`src/rtl/sdcmd_pkg.sv`:
```
package sdcmd_pkg;

    // command word bit positions
    localparam int CMD_START_BIT   = 31;
    localparam int CMD_RESP_BIT    = 6;
    localparam int CMD_LONG_BIT    = 7;
    localparam int CMD_CRC_BIT     = 8;
    localparam int CMD_WAITPRE_BIT = 13;
    localparam int CMD_INIT_BIT    = 15;

    // status register bit positions
    localparam int IRQ_RESP_ERR = 1;
    localparam int IRQ_DONE     = 2;
    localparam int IRQ_CRC_ERR  = 6;
    localparam int IRQ_TIMEOUT  = 8;

    // register word addresses
    localparam logic [2:0] A_CMD   = 3'd0;
    localparam logic [2:0] A_ARG   = 3'd1;
    localparam logic [2:0] A_RESP0 = 3'd2;
    localparam logic [2:0] A_RESP1 = 3'd3;
    localparam logic [2:0] A_RESP2 = 3'd4;
    localparam logic [2:0] A_RESP3 = 3'd5;
    localparam logic [2:0] A_STAT  = 3'd6;

    localparam int FRAME_BITS = 48;
    localparam int LONG_BITS  = 136;

    typedef enum logic [2:0] {
        S_IDLE,
        S_WAITD,
        S_INIT,
        S_SEND,
        S_WAITR,
        S_RECV,
        S_DONE
    } seq_state_t;

    typedef struct packed {
        logic resp;
        logic long_r;
        logic chk;
        logic init;
        logic waitpre;
    } cmd_opts_t;

    function automatic logic [6:0] crc7_step(input logic [6:0] c, input logic b);
        logic fb;
        fb = b ^ c[6];
        return {c[5:0], 1'b0} ^ (fb ? 7'h09 : 7'h00);
    endfunction

    function automatic logic [6:0] crc7_of40(input logic [39:0] d);
        logic [6:0] c;
        c = '0;
        for (int i = 39; i >= 0; i--) begin
            c = crc7_step(c, d[i]);
        end
        return c;
    endfunction

endpackage

```
`src/rtl/sdcmd_crc7.sv`:
```
module sdcmd_crc7
    import sdcmd_pkg::*;
(
    input  logic       clk,
    input  logic       rst_n,
    input  logic       clr,
    input  logic       en,
    input  logic       din,
    output logic [6:0] crc
);

    always_ff @(posedge clk) begin
        if (!rst_n || clr) begin
            crc <= '0;
        end else if (en) begin
            crc <= crc7_step(crc, din);
        end
    end

endmodule

```
`src/rtl/sdcmd_seq.sv`:
```
module sdcmd_seq
    import sdcmd_pkg::*;
#(
    parameter int INIT_CLKS = 80,
    parameter int RESP_WAIT = 64
) (
    input  logic         clk,
    input  logic         rst_n,
    input  logic         go,
    input  cmd_opts_t    opts,
    input  logic [5:0]   idx,
    input  logic [31:0]  arg,
    input  logic         data_busy,
    input  logic         ce,
    input  logic         cmd_in,
    output logic         cmd_out,
    output logic         cmd_oe,
    output logic         idle,
    output logic [31:0]  irq_set,
    output logic         resp_we,
    output logic         resp_long,
    output logic [127:0] resp_data
);

    localparam int CW0 = $clog2(LONG_BITS + 1);
    localparam int CW1 = $clog2(INIT_CLKS + 1);
    localparam int CW2 = $clog2(RESP_WAIT + 1);
    localparam int CW01 = (CW0 > CW1) ? CW0 : CW1;
    localparam int CW  = (CW01 > CW2) ? CW01 : CW2;

    localparam logic [CW-1:0] C_FRAME     = CW'(FRAME_BITS);
    localparam logic [CW-1:0] C_INIT_LAST = CW'(INIT_CLKS - 1);
    localparam logic [CW-1:0] C_WAIT_LAST = CW'(RESP_WAIT - 1);
    localparam logic [CW-1:0] C_SHORT_END = CW'(FRAME_BITS - 1);
    localparam logic [CW-1:0] C_LONG_END  = CW'(LONG_BITS - 1);
    localparam logic [CW-1:0] C_WIN_SHORT = CW'(40);
    localparam logic [CW-1:0] C_WIN_LO    = CW'(8);
    localparam logic [CW-1:0] C_WIN_HI    = CW'(128);

    seq_state_t state, state_nx;
    cmd_opts_t  opts_q;
    logic [47:0]   tx_sr;
    logic [134:0]  rx_sr;
    logic [CW-1:0] cnt;
    logic          timed_out;
    logic [6:0]    crc_rx;
    logic [CW-1:0] bit_idx;
    logic          in_win;
    logic          crc_en;
    logic [31:0]   done_flags;
    logic          resp_err;
    logic          crc_bad;

    // state register
    always_ff @(posedge clk) begin
        if (!rst_n) state <= S_IDLE;
        else        state <= state_nx;
    end

    // next-state logic
    always_comb begin
        state_nx = state;
        unique case (state)
            S_IDLE: begin
                if (go) begin
                    if (opts.waitpre && data_busy) state_nx = S_WAITD;
                    else if (opts.init)            state_nx = S_INIT;
                    else                           state_nx = S_SEND;
                end
            end
            S_WAITD: begin
                if (!data_busy) state_nx = opts_q.init ? S_INIT : S_SEND;
            end
            S_INIT: begin
                if (ce && cnt == C_INIT_LAST) state_nx = S_SEND;
            end
            S_SEND: begin
                if (ce && cnt == C_FRAME) state_nx = opts_q.resp ? S_WAITR : S_DONE;
            end
            S_WAITR: begin
                if (ce && !cmd_in)                state_nx = S_RECV;
                else if (ce && cnt == C_WAIT_LAST) state_nx = S_DONE;
            end
            S_RECV: begin
                if (ce && cnt == (opts_q.long_r ? C_LONG_END : C_SHORT_END)) state_nx = S_DONE;
            end
            S_DONE: state_nx = S_IDLE;
            default: state_nx = S_IDLE;
        endcase
    end

    // response checks, evaluated in S_DONE
    always_comb begin
        resp_err   = !rx_sr[0] || (opts_q.long_r ? rx_sr[134] : rx_sr[46]);
        crc_bad    = opts_q.chk && (crc_rx != rx_sr[7:1]);
        done_flags = '0;
        done_flags[IRQ_DONE] = 1'b1;
        if (timed_out) begin
            done_flags[IRQ_TIMEOUT] = 1'b1;
        end else if (opts_q.resp) begin
            done_flags[IRQ_RESP_ERR] = resp_err;
            done_flags[IRQ_CRC_ERR]  = crc_bad;
        end
    end

    // outputs and datapath
    always_ff @(posedge clk) begin
        if (!rst_n) begin
            opts_q    <= '0;
            tx_sr     <= '0;
            rx_sr     <= '0;
            cnt       <= '0;
            timed_out <= 1'b0;
            cmd_out   <= 1'b1;
            cmd_oe    <= 1'b0;
            irq_set   <= '0;
            resp_we   <= 1'b0;
        end else begin
            irq_set <= '0;
            resp_we <= 1'b0;
            unique case (state)
                S_IDLE: begin
                    if (go) begin
                        opts_q    <= opts;
                        tx_sr     <= {2'b01, idx, arg, crc7_of40({2'b01, idx, arg}), 1'b1};
                        cnt       <= '0;
                        timed_out <= 1'b0;
                    end
                end
                S_WAITD: cnt <= '0;
                S_INIT: begin
                    if (ce) begin
                        cmd_oe  <= 1'b1;
                        cmd_out <= 1'b1;
                        cnt     <= (cnt == C_INIT_LAST) ? '0 : cnt + 1'b1;
                    end
                end
                S_SEND: begin
                    if (ce) begin
                        if (cnt == C_FRAME) begin
                            cmd_oe  <= 1'b0;
                            cmd_out <= 1'b1;
                            cnt     <= '0;
                        end else begin
                            cmd_oe  <= 1'b1;
                            cmd_out <= tx_sr[47];
                            tx_sr   <= {tx_sr[46:0], 1'b0};
                            cnt     <= cnt + 1'b1;
                        end
                    end
                end
                S_WAITR: begin
                    if (ce) begin
                        if (!cmd_in) begin
                            rx_sr <= {rx_sr[133:0], 1'b0};
                            cnt   <= CW'(1);
                        end else if (cnt == C_WAIT_LAST) begin
                            timed_out <= 1'b1;
                        end else begin
                            cnt <= cnt + 1'b1;
                        end
                    end
                end
                S_RECV: begin
                    if (ce) begin
                        rx_sr <= {rx_sr[133:0], cmd_in};
                        cnt   <= cnt + 1'b1;
                    end
                end
                S_DONE: begin
                    irq_set <= done_flags;
                    resp_we <= opts_q.resp && !timed_out;
                end
                default: ;
            endcase
        end
    end

    // receive CRC window: bit index counted from the start bit
    assign bit_idx = (state == S_WAITR) ? '0 : cnt;
    assign in_win  = opts_q.long_r ? (bit_idx >= C_WIN_LO && bit_idx < C_WIN_HI)
                                   : (bit_idx < C_WIN_SHORT);
    assign crc_en  = ce && in_win && ((state == S_WAITR && !cmd_in) || state == S_RECV);

    sdcmd_crc7 u_crc (
        .clk   (clk),
        .rst_n (rst_n),
        .clr   (state == S_IDLE && go),
        .en    (crc_en),
        .din   (cmd_in),
        .crc   (crc_rx)
    );

    assign idle      = (state == S_IDLE);
    assign resp_long = opts_q.long_r;
    assign resp_data = opts_q.long_r ? rx_sr[127:0] : {96'b0, rx_sr[39:8]};

    // line is driven only during the init burst or the frame
    a_r3_oe_scope: assert property (@(posedge clk) disable iff (!rst_n)
        cmd_oe |-> (state == S_INIT || state == S_SEND));

    // frame held while the data path is busy
    a_r5_hold_busy: assert property (@(posedge clk) disable iff (!rst_n)
        (state == S_WAITD && data_busy) |=> (state == S_WAITD && !cmd_oe));

    // response wait never exceeds its window
    a_r10_wait_bound: assert property (@(posedge clk) disable iff (!rst_n)
        (state == S_WAITR) |-> (cnt <= C_WAIT_LAST));

    // command done is a single-cycle set pulse
    a_r6_done_pulse: assert property (@(posedge clk) disable iff (!rst_n)
        irq_set[IRQ_DONE] |=> !irq_set[IRQ_DONE]);

    // a timeout never writes response registers or flags CRC
    a_r10_timeout_clean: assert property (@(posedge clk) disable iff (!rst_n)
        irq_set[IRQ_TIMEOUT] |-> (!resp_we && !irq_set[IRQ_CRC_ERR] && irq_set[IRQ_DONE]));

endmodule

```
`src/rtl/sdcmd_engine.sv`:
```
module sdcmd_engine
    import sdcmd_pkg::*;
#(
    parameter int INIT_CLKS = 80,
    parameter int RESP_WAIT = 64
) (
    input  logic        clk,
    input  logic        rst_n,
    input  logic        reg_we,
    input  logic [2:0]  reg_addr,
    input  logic [31:0] reg_wdata,
    output logic [31:0] reg_rdata,
    input  logic        card_ce,
    input  logic        data_busy,
    input  logic        cmd_in,
    output logic        cmd_out,
    output logic        cmd_oe
);

    logic [31:0]  cmd_q;
    logic [31:0]  arg_q;
    logic [31:0]  resp_q [4];
    logic [31:0]  stat_q;
    logic         seq_idle;
    logic         accept;
    logic         busy;
    logic [31:0]  irq_set;
    logic         resp_we;
    logic         resp_long;
    logic [127:0] resp_data;
    logic [31:0]  clr_mask;
    cmd_opts_t    opts;

    assign accept   = cmd_q[CMD_START_BIT] && seq_idle;
    assign busy     = cmd_q[CMD_START_BIT] || !seq_idle;
    assign clr_mask = (reg_we && reg_addr == A_STAT) ? reg_wdata : 32'h0;

    assign opts.resp    = cmd_q[CMD_RESP_BIT];
    assign opts.long_r  = cmd_q[CMD_LONG_BIT];
    assign opts.chk     = cmd_q[CMD_CRC_BIT];
    assign opts.init    = cmd_q[CMD_INIT_BIT];
    assign opts.waitpre = cmd_q[CMD_WAITPRE_BIT];

    always_ff @(posedge clk) begin
        if (!rst_n) begin
            cmd_q  <= '0;
            arg_q  <= '0;
            stat_q <= '0;
            for (int i = 0; i < 4; i++) resp_q[i] <= '0;
        end else begin
            if (accept) cmd_q[CMD_START_BIT] <= 1'b0;
            if (reg_we && reg_addr == A_CMD && !busy) cmd_q <= reg_wdata;
            if (reg_we && reg_addr == A_ARG) arg_q <= reg_wdata;
            stat_q <= (stat_q & ~clr_mask) | irq_set;
            if (resp_we) begin
                resp_q[0] <= resp_data[31:0];
                if (resp_long) begin
                    resp_q[1] <= resp_data[63:32];
                    resp_q[2] <= resp_data[95:64];
                    resp_q[3] <= resp_data[127:96];
                end
            end
        end
    end

    always_comb begin
        case (reg_addr)
            A_CMD:   reg_rdata = cmd_q;
            A_ARG:   reg_rdata = arg_q;
            A_RESP0: reg_rdata = resp_q[0];
            A_RESP1: reg_rdata = resp_q[1];
            A_RESP2: reg_rdata = resp_q[2];
            A_RESP3: reg_rdata = resp_q[3];
            A_STAT:  reg_rdata = stat_q;
            default: reg_rdata = 32'h0;
        endcase
    end

    sdcmd_seq #(
        .INIT_CLKS (INIT_CLKS),
        .RESP_WAIT (RESP_WAIT)
    ) u_seq (
        .clk       (clk),
        .rst_n     (rst_n),
        .go        (accept),
        .opts      (opts),
        .idx       (cmd_q[5:0]),
        .arg       (arg_q),
        .data_busy (data_busy),
        .ce        (card_ce),
        .cmd_in    (cmd_in),
        .cmd_out   (cmd_out),
        .cmd_oe    (cmd_oe),
        .idle      (seq_idle),
        .irq_set   (irq_set),
        .resp_we   (resp_we),
        .resp_long (resp_long),
        .resp_data (resp_data)
    );

    // a pending start is cleared once the sequencer takes it
    a_r2_start_clears: assert property (@(posedge clk) disable iff (!rst_n)
        (cmd_q[CMD_START_BIT] && seq_idle) |=> !cmd_q[CMD_START_BIT]);

    // command word frozen while a command is in flight
    a_r2_cmd_frozen: assert property (@(posedge clk) disable iff (!rst_n)
        (!seq_idle && !cmd_q[CMD_START_BIT]) |=> $stable(cmd_q[30:0]));

    // writing all ones with no new event clears the status
    a_r12_w1c_all: assert property (@(posedge clk) disable iff (!rst_n)
        (reg_we && reg_addr == A_STAT && reg_wdata == 32'hFFFF_FFFF && irq_set == 32'h0)
        |=> (stat_q == 32'h0));

endmodule

```
`config.mk`:
```
export PLATFORM = sky130hd
export DESIGN_NAME = sdcmd_engine
export DESIGN_NICKNAME = d
export VERILOG_FILES = /design/src/rtl/sdcmd_pkg.sv /design/src/rtl/sdcmd_crc7.sv /design/src/rtl/sdcmd_seq.sv /design/src/rtl/sdcmd_engine.sv
export SDC_FILE = /design/constraint.sdc
export NUM_CORES = 1
export LEC_CHECK = 0
export BUFFER_PORTS_ARGS = -buffer_cell sky130_fd_sc_hd__buf_2
export CAP_MARGIN = 5
export CELL_PAD_IN_SITES_DETAIL_PLACEMENT = 2
export CELL_PAD_IN_SITES_GLOBAL_PLACEMENT = 2
export CORE_MARGIN = 5
export CORE_UTILIZATION = 39
export DETAILED_ROUTE_END_ITERATION = 10
export GPL_TIMING_DRIVEN = 0
export PLACE_DENSITY_LB_ADDON = 0.25
export SLEW_MARGIN = 20
export SYNTH_ARGS = -nofsm -noshare
export SYNTH_HDL_FRONTEND = slang
export SYNTH_SLANG_ARGS = --single-unit
```
`constraint.sdc`:
```
create_clock -name clk -period 5.1 [get_ports clk]
set_input_delay 1.53 -clock clk [delete_from_list [all_inputs] [get_ports clk]]
set_output_delay 1.53 -clock clk [all_outputs]
set_load 0.02 [all_outputs]
```
# Yosys cells after proc, flatten, opt, wreduce, memory -nomap -nowiden
# Memories as Yosys holds them, arrays and structs flattened.
# Cells that the tools add are included.
[classes] addsub=1 multipliers=0 div=0 magnitude_cmp=3 eq_ne=32 shift=0 muxes=105 n_bitwise=87 n_reduce_logical=45
[ops] cell="135-bit 2-to-1 mux" n=3
[ops] cell="135-bit one-hot mux with 2 select lines" n=1
[ops] cell="7-bit bitwise XOR" n=37
[ops] cell="32-bit one-hot mux with 7 select lines" n=1
[ops] cell="32-bit 2-to-1 mux" n=6
[ops] cell="4-bit 2-to-1 mux" n=39
[ops] cell="48-bit 2-to-1 mux" n=3
[ops] cell="128-bit 2-to-1 mux" n=1
[ops] cell="48-bit one-hot mux with 2 select lines" n=1
[ops] cell="8-bit 2-to-1 mux" n=11
[ops] cell="8-bit one-hot mux with 6 select lines" n=1
[ops] cell="1-bit bitwise XOR" n=37
[ops] cell="32-bit AND" n=1
[ops] cell="32-bit NOT" n=1
[ops] cell="32-bit OR" n=1
[ops] cell="3-bit 2-to-1 mux" n=9
[ops] cell="1-bit 2-to-1 mux" n=24
[ops] cell="3-bit == test, second input constant" n=6
[ops] cell="1-bit logical AND" n=18
[ops] cell="3-bit one-hot mux with 6 select lines" n=1
[ops] cell="8-bit by 6-bit == test with 1-bit output, second input constant" n=2
[ops] cell="2-bit inequality test, second input constant" n=8
[ops] cell="3-bit by 2-bit == test with 1-bit output, second input constant" n=4
[ops] cell="2-bit by 1-bit inequality test with 1-bit output, second input constant" n=5
[ops] cell="29 further kinds" n=52
[totals] regBits=337 latchBits=0 ramBits=128 romBits=0 inputBits=41 word_cells=294 memories=1
[mem_list] memory="resp_q" words=4 word_bits=32 rd=4 rd_ports_with_merged_regs=0 write_ports=4 line_no="sdcmd_engine.sv:22" rtl="logic [31:0] resp_q [4];"

# Logic depth before layout (Yosys ltp)
# Gate-level depths: netlist of run 1.
[depth] depth_word=113 mapped_depth=9 mapped_depth_nobuf=8

# Hierarchy
# From an unflattened synthesis of run 1, not the netlist that was laid out.
[hier_totals] hier_cells=2228 hier_area_um2=20607.3
[by_module_without_submodules] mod="sdcmd_engine" n_inst=1 cells_each=917 area_per_inst_um2=10157.2
[by_module_without_submodules] mod="sdcmd_seq" n_inst=1 cells_each=1283 area_per_inst_um2=10152.2
[by_module_without_submodules] mod="sdcmd_crc7" n_inst=1 cells_each=28 area_per_inst_um2=297.8

# Worst setup path after synthesis of run 1
# OpenSTA, ideal clock, no wires.
[synth_path] path_type="input-to-output" startpoint="in reg_addr[0]" endpoint="out reg_rdata[18]" arrival_time_ns=3.236 required_time_ns=3.570 setup_slack_ns=0.334 cell_stages=6 path_buffers=2 cell_sequence="clkbuf_1 > clkinv_1 > nor3_1 > clkbuf_1 > a21oi_1 > o21ai_1"
[synth_via] elab_chain_cells=2 elab_cells_between_ends=8 cone_classes="eq/ne (6); mux (1); reduce/logical (1)"
[synth_rtl] item="start: declaration" line_no="sdcmd_engine.sv:10" rtl="input logic [2:0] reg_addr,"
[synth_rtl] item="3-bit == test (tied with other cells)" line_no="sdcmd_engine.sv:67" rtl="case (reg_addr)"
[synth_rtl] item="32-bit one-hot mux with 7 select lines *" line_no="sdcmd_engine.sv:67"
[synth_rtl] item="end: declaration" line_no="sdcmd_engine.sv:12" rtl="output logic [31:0] reg_rdata,"
# Mark *: on every way between the ends. The rest lies on a longest branch, timed or not.

# Worst setup path after layout of run 1
[layout_path] startpoint="in reg_addr[0]" endpoint="out reg_rdata[26]"
# The elaborated chain is that of the path after synthesis.

==> impl_metrics.env, run 1 <==
export IMPL_place_ws_ps=-905
export IMPL_viasPerCell=5.67
export IMPL_grt_total_usage_pct=27.5
export IMPL_dr_pass1_iters=9
export IMPL_cp_arrival_ps=3570
export IMPL_syn_nets=2095
export IMPL_vias=16100
export IMPL_synth_avg_cell_area_um2=9.15
export IMPL_totalWireLength_mm=73.9
export IMPL_drtAntennaViolNets=0
export IMPL_crit_path_top_delay_cell="a21oi_1"
export IMPL_slew_viol_final=0
export IMPL_drt_wirelength_per_cell_um=26.1
export IMPL_powerDensity_nw_per_um2=388
export IMPL_crit_path_frequent_cell="clkbuf_2"
export IMPL_hold_viol_final=0
export IMPL_worst_path_max_fanout=10
export IMPL_hold_class="register to register"
export IMPL_synth_cell_type_count=61
export IMPL_numCtsBuffers=50
export IMPL_synth_adder_area_share_pct=0.133
export IMPL_htree_levels=2
export IMPL_mostFrequentLayoutCells="nand2_1 (536), dfxtp_1 (309), a21oi_1 (275)"
export IMPL_clock_latency_ps=610
export IMPL_clock_fmax_ghz=0.196
export IMPL_grt_start_max_net_pins=50
export IMPL_fin_skew_ps=28.0
export IMPL_synthCells=2052
export IMPL_hold_path_depth=2
export IMPL_whs_ps=448
export IMPL_cts_tree="done"
export IMPL_fp_row_count=80
export IMPL_period_minus_slack_ps=5100
export IMPL_globalRouteOverflowTotal=0
export IMPL_path_cells="clkbuf_2, clkinvlp_4, nor2_1, clkbuf_2, a22oi_1, a21oi_1, a221o_1, buf_2"
export IMPL_yosysSeqAreaShare_pct=53.4
export IMPL_post_route_period_util_pct=100
export IMPL_core_area_um2=47600
export IMPL_clkTransAtPathRegs_ps=60
export IMPL_start_util_pct=39.4
export IMPL_gp_congestion=0.896
export IMPL_clock_sinks=437
export IMPL_worst_path_buf_inv=4
export IMPL_status="finished with violations"
export IMPL_drive_gt1_share_pct=9.70
export IMPL_leakagePower_nw=7.25
export IMPL_critical_path_class="primary input to output pin"
export IMPL_grt_pass1_wl_mm=111
export IMPL_drtIter0Drc=1135
export IMPL_synth_seq_cells=437
export IMPL_port_buffers=72
export IMPL_area_growth_pct=15.2
export IMPL_max_cap_viol_count=0
export IMPL_yosys_area_share_simple_pct=19.1
export IMPL_violations="setup timing"
export IMPL_num_io_pins=75
export IMPL_fp_dieW_um=229
export IMPL_required_ps=3570
export IMPL_final_common_cell="nand2_1"
export IMPL_synthXorXnorAreaFrac_pct=4.54
export IMPL_worst_path_stages=8
export IMPL_cts_setup_buffers=0
export IMPL_crit_family="buffers and inverters"
export IMPL_synth_area_mux_share_pct=5.95
export IMPL_holdBufCountCts=0
export IMPL_ys_flop_type="dfxtp_1"
export IMPL_cts_root_buffer="clkbuf_16"
export IMPL_fin_util_pct=45.4
export IMPL_die_y_um=229
export IMPL_relSlewSlack_pct=16.1
export IMPL_fin_ws_ps=-0.760
export IMPL_die_area_um2=52700
export IMPL_clockBufferDepth=3
export IMPL_place_hpwl_mm=54.4
export IMPL_synth_area_um2=18800
export IMPL_critPathLaunchType="primary input"
export IMPL_drc=0
export IMPL_async_flop_share_pct=0
export IMPL_reg2reg_depth=8
export IMPL_worstMarginPinSlew_ps=1260
export IMPL_finalSetupViolCount=1
export IMPL_rsz0062_at_grt="yes"
export IMPL_nNetsFinal=2220
export IMPL_cpPeakStageDelay_ps=400
export IMPL_grt_pass1_vias=17500
export IMPL_synth_compound_area_share_pct=13.4
export IMPL_synth_top_family_by_area="simple AND/OR/NAND/NOR gates"
export IMPL_critPathCaptureType="output pin"
export IMPL_vdd_ir_drop_worst_v=0.000229
export IMPL_synth_edf_count=128
export IMPL_yosys_warnings=0
export IMPL_antenna_found_initial=1
-- stage by stage --
| step | area, µm² | instances | power [W] | TNS [ps] |
|---|---|---|---|---|
| 5_1_grt | 21600 | 2832 | 0.00868 | -22.5 |
| 3_5_place_dp | 20000 | 2740 | 0.00486 | -18170 |
| 3_3_place_gp | 19900 | 2739 | 0.00482 | -133780 |
| 4_1_cts | 21600 | 2832 | 0.00844 | 0 |
| 6_report | 21600 | 2834 | 0.00840 | -0.760 |
| 2_1_floorplan | 18800 | 2052 | 0.00448 | 0 |
-- worst paths after layout --
check / from / endpoint / slack, ps
max: reg_addr[0] / reg_rdata[26] / -0.8
min: stat_q[4] / stat_q[4] / 450
max reg2reg: u_seq.state[1] / u_seq.rx_sr[97] / 1540
min reg2reg: stat_q[4] / stat_q[4] / 450
-- tightest hold or removal path: cells and delay by family, from the launching register on --
| kind | cells | cell delay, ps |
|---|---|---|
| flops | 1 | 320 |
| simple gates | 1 | 60 |
| compound gates | 1 | 30 |
-- routing by layer --
layer | wire length, µm | vias up | global-route usage, %
met2 | 35900 | 417 | 47.5
met1 | 31700 | 8230 | 34.9
met4 | 3140 | 0 | 11.0
li1 | - | 7289 | -
met5 | 0 | - | 0
met3 | 3130 | 130 | 3.48
-- layout make-up --
type,count,area (µm²)
fill,5089,26000
sequential,437,10000
multi-input combinational,1447,8150
clock buffer,80,1470
tap,615,769
buffer,156,647
timing repair buffer,73,388
clock inverter,12,136
inverter,12,48.8
antenna,2,5.00
-- cell families after synthesis --
logic type,Yosys count
XOR/XNOR,72
buffers and inverters,168
multiplexers,96
flip-flops,437
AO/OA/AOI/OAI,424
AND/OR/NAND/NOR,853
adder cells (fa/ha/maj),2
-- registers in the layout (all words and copies together), names as in the netlist, 3 cells and up --
register	cells
u_seq.tx_sr	48
u_seq.u_crc.crc	7
cmd_q	32
u_seq.cnt	8
stat_q	32
u_seq.rx_sr	135
arg_q	32
resp_q	128
u_seq.state	3
u_seq.irq_set	4
u_seq.opts_q	3
-- where the power goes --
group	internal, W	switching [W]	leakage [nW]
clock network	0.00207	0.00152	0.776
logic	0.000343	0.000682	2.76
registers	0.00369	0.0000971	3.71
-- cell usage after synthesis (12+ instances only) --
cell / count / area share, %
dfxtp_1: 309 / 33
xnor2_1: 40 / 1.9
a22oi_1: 12 / 0.48
a221oi_1: 17 / 0.79
a311oi_1: 40 / 1.9
o21ai_1: 20 / 0.53
clkbuf_1: 134 / 2.7
mux2i_1: 69 / 3.7
a21oi_1: 280 / 7.5
buf_1: 17 / 0.34
xor2_1: 15 / 0.70
nand2_1: 537 / 11
o21ai_0: 12 / 0.32
and2_1: 100 / 3.3
nor2_1: 158 / 3.2
mux2_2: 15 / 0.90
nand3_1: 12 / 0.32
edfxtp_1: 128 / 20
-- what timing repair did --
item | in CTS | in global routing
setup endpoints to repair | 32 | 26
pin swaps | 0 | 0
cloned | 0 | 0
gates resized for setup | 23 | 22
Note: power is estimated with default switching activity, not from simulation.
==> run 2: changes to the inputs <==
CAP_MARGIN = unset   (was 5)
SETUP_SLACK_MARGIN = 0.02   (was unset)
==> run 2 against run 1 <==
- the flow now finishes without violations
- sequential share of layout area about the same
- first-iteration DRC count shrank 3.3%
- clock power is essentially flat
- combinational power about the same
- die area unchanged
==> impl_metrics.env, run 2 (synthesized netlist as in run 1, its figures left out) <==
export IMPL_hold_path_depth=2
export IMPL_final_common_cell="nand2_1"
export IMPL_rsz0062_at_grt="no"
export IMPL_place_hpwl_mm=54.4
export IMPL_fin_tns_setup_ps=0
export IMPL_grt_pass1_vias=17500
export IMPL_required_ps=3570
export IMPL_r2r_end="u_seq.rx_sr[97]"
export IMPL_core_area_um2=47600
export IMPL_critical_path_class="primary input to output pin"
export IMPL_p_clk_share_pct=42.7
export IMPL_nNetsFinal=2220
export IMPL_power_internal_w=0.00610
export IMPL_multi_input_area_um2=8170
export IMPL_grt_pass1_wl_mm=111
export IMPL_worst_path_buf_inv=3
export IMPL_hold_class="register to register"
export IMPL_grt_start_max_net_pins=50
export IMPL_status="complete, no violations"
export IMPL_dr_pass1_iters=6
export IMPL_vias=16100
export IMPL_finalSetupViolCount=0
export IMPL_totalWireLength_mm=73.9
export IMPL_largest_reg_flops=135
export IMPL_cpPeakStageDelay_ps=400
export IMPL_drc=0
export IMPL_fp_row_count=80
export IMPL_fillerInstances=5091
export IMPL_cts_root_buffer="clkbuf_16"
export IMPL_swShare_pct=27.4
export IMPL_drtAntennaViolNets=0
export IMPL_num_io_pins=75
export IMPL_port_buffers=72
export IMPL_viasPerCell=5.66
export IMPL_min_from="stat_q[4]"
export IMPL_largestRegisters="u_seq.rx_sr x135, resp_q x128, u_seq.tx_sr x48"
export IMPL_clock_fmax_ghz=0.199
export IMPL_clock_latency_ps=610
export IMPL_critPathLaunchType="primary input"
export IMPL_drive_gt1_share_pct=9.92
export IMPL_vdd_ir_drop_worst_v=0.000228
export IMPL_clockBufferDepth=3
export IMPL_clkTransAtPathRegs_ps=60
export IMPL_numCtsBuffers=50
export IMPL_power_frac_comb_pct=12.2
export IMPL_worstMarginPinSlew_ps=1200
export IMPL_crit_path_top_delay_cell="mux2_2"
export IMPL_worst_path_max_fanout=10
export IMPL_path_cells="clkbuf_2, buf_4, mux2_2, a221oi_1, a21oi_2, a221o_1, buf_2"
export IMPL_power_w=0.00840
export IMPL_die_area_um2=52700
export IMPL_rr_startpoint="u_seq.state[1]"
export IMPL_fin_skew_ps=26.6
export IMPL_globalRouteOverflowTotal=0
export IMPL_crit_family="compound AO/OA/AOI/OAI gates"
export IMPL_area_growth_pct=15.3
export IMPL_critPathCaptureType="output pin"
export IMPL_seqPwrFrac_pct=45.1
export IMPL_ff_latch_area_um2=10000
export IMPL_start_util_pct=39.4
export IMPL_grt_total_usage_pct=27.5
export IMPL_cp_arrival_ps=3490
export IMPL_drtIter0Drc=1098
export IMPL_reg2reg_depth=8
export IMPL_powerDensity_nw_per_um2=388
export IMPL_r2r_setup_slack_ps=1540
export IMPL_gp_congestion=0.896
export IMPL_largest_register="u_seq.rx_sr"
export IMPL_leakagePower_nw=7.26
export IMPL_place_ws_ps=-905
export IMPL_drt_wirelength_per_cell_um=26.1
export IMPL_post_route_period_util_pct=98.5
export IMPL_whs_ps=449
export IMPL_period_minus_slack_ps=5020
export IMPL_cts_tree="done"
export IMPL_relSlewSlack_pct=20.0
export IMPL_mostFrequentLayoutCells="nand2_1 (536), dfxtp_1 (309), a21oi_1 (273)"
export IMPL_fin_ws_ps=76.5
export IMPL_antenna_found_initial=2
export IMPL_whs_endpoint="stat_q[4]"
export IMPL_die_y_um=229
export IMPL_hold_viol_final=0
export IMPL_clock_sinks=437
export IMPL_max_cap_viol_count=0
export IMPL_p_switching_w=0.00230
export IMPL_fp_dieW_um=229
export IMPL_slew_viol_final=0
export IMPL_htree_levels=2
[run 2: how the worst max path moves through the flow]
stage           startpoint            end  slack, ps  cells after the start
4_1_cts        reg_addr[1]   reg_rdata[2]         20                      7
3_5_place_dp   reg_addr[0]   reg_rdata[6]       -900                      8
6_report       reg_addr[0]  reg_rdata[19]         80                      7
3_3_place_gp         rst_n  resp_q[2][20]      -1220                      4
5_1_grt        reg_addr[0]  reg_rdata[31]         30                      7
2_1_floorplan  reg_addr[0]  reg_rdata[18]        330                      6
[run 2: timing repair]
item | in CTS | in global routing
hold buffers | 0 | 0
setup buffers | 0 | 0
endpoints found under the setup margin | 32 | 26
pin swaps | 0 | 1
resized for setup | 24 | 25
[run 2: final cells by class]
class                           count  area share (%)
Sequential cell                   437            46.3
Buffer                            156            3.00
Tap cell                          615            3.55
Timing Repair Buffer               73            1.79
Clock buffer                       80            6.76
Clock inverter                     12           0.630
Inverter                           12           0.225
Multi-Input combinational cell   1447            37.7
Antenna cell                        2          0.0231
[run 2: routing by layer]
metal,vias to the layer above,part of all wire (%),track usage [%]
met5,-,0.012,0
met1,8226,43,34.7
li1,7282,-,-
met3,135,4.2,3.84
met2,408,48,47.4
met4,2,4.4,11.2
[run 2: worst reg2reg max path: cells and delay by family (launching register included)]
family	cells	cell delay, ps
simple gates	3	830
compound gates	2	790
buf+inv	3	1570
flops	1	290
[run 2: power groups by stage]
stage / sequential, W / combinational (W) / clock, W
2_1_floorplan: 0.00381 / 0.000673 / 0
3_3_place_gp: 0.00385 / 0.000965 / 0
3_5_place_dp: 0.00386 / 0.00100 / 0
4_1_cts: 0.00379 / 0.00102 / 0.00364
5_1_grt: 0.00379 / 0.00110 / 0.00379
6_report: 0.00379 / 0.00103 / 0.00359
[run 2: per-stage QoR]
| step | utilization [%] | area, µm² | std cells |
|---|---|---|---|
| finish | 45.5 | 21700 | 2834 |
| global placement | 41.8 | 19900 | 2739 |
| detailed placement | 41.9 | 20000 | 2740 |
| floorplan | - | 18800 | 2052 |
| CTS | 45.3 | 21600 | 2832 |
| global route | 45.4 | 21700 | 2832 |
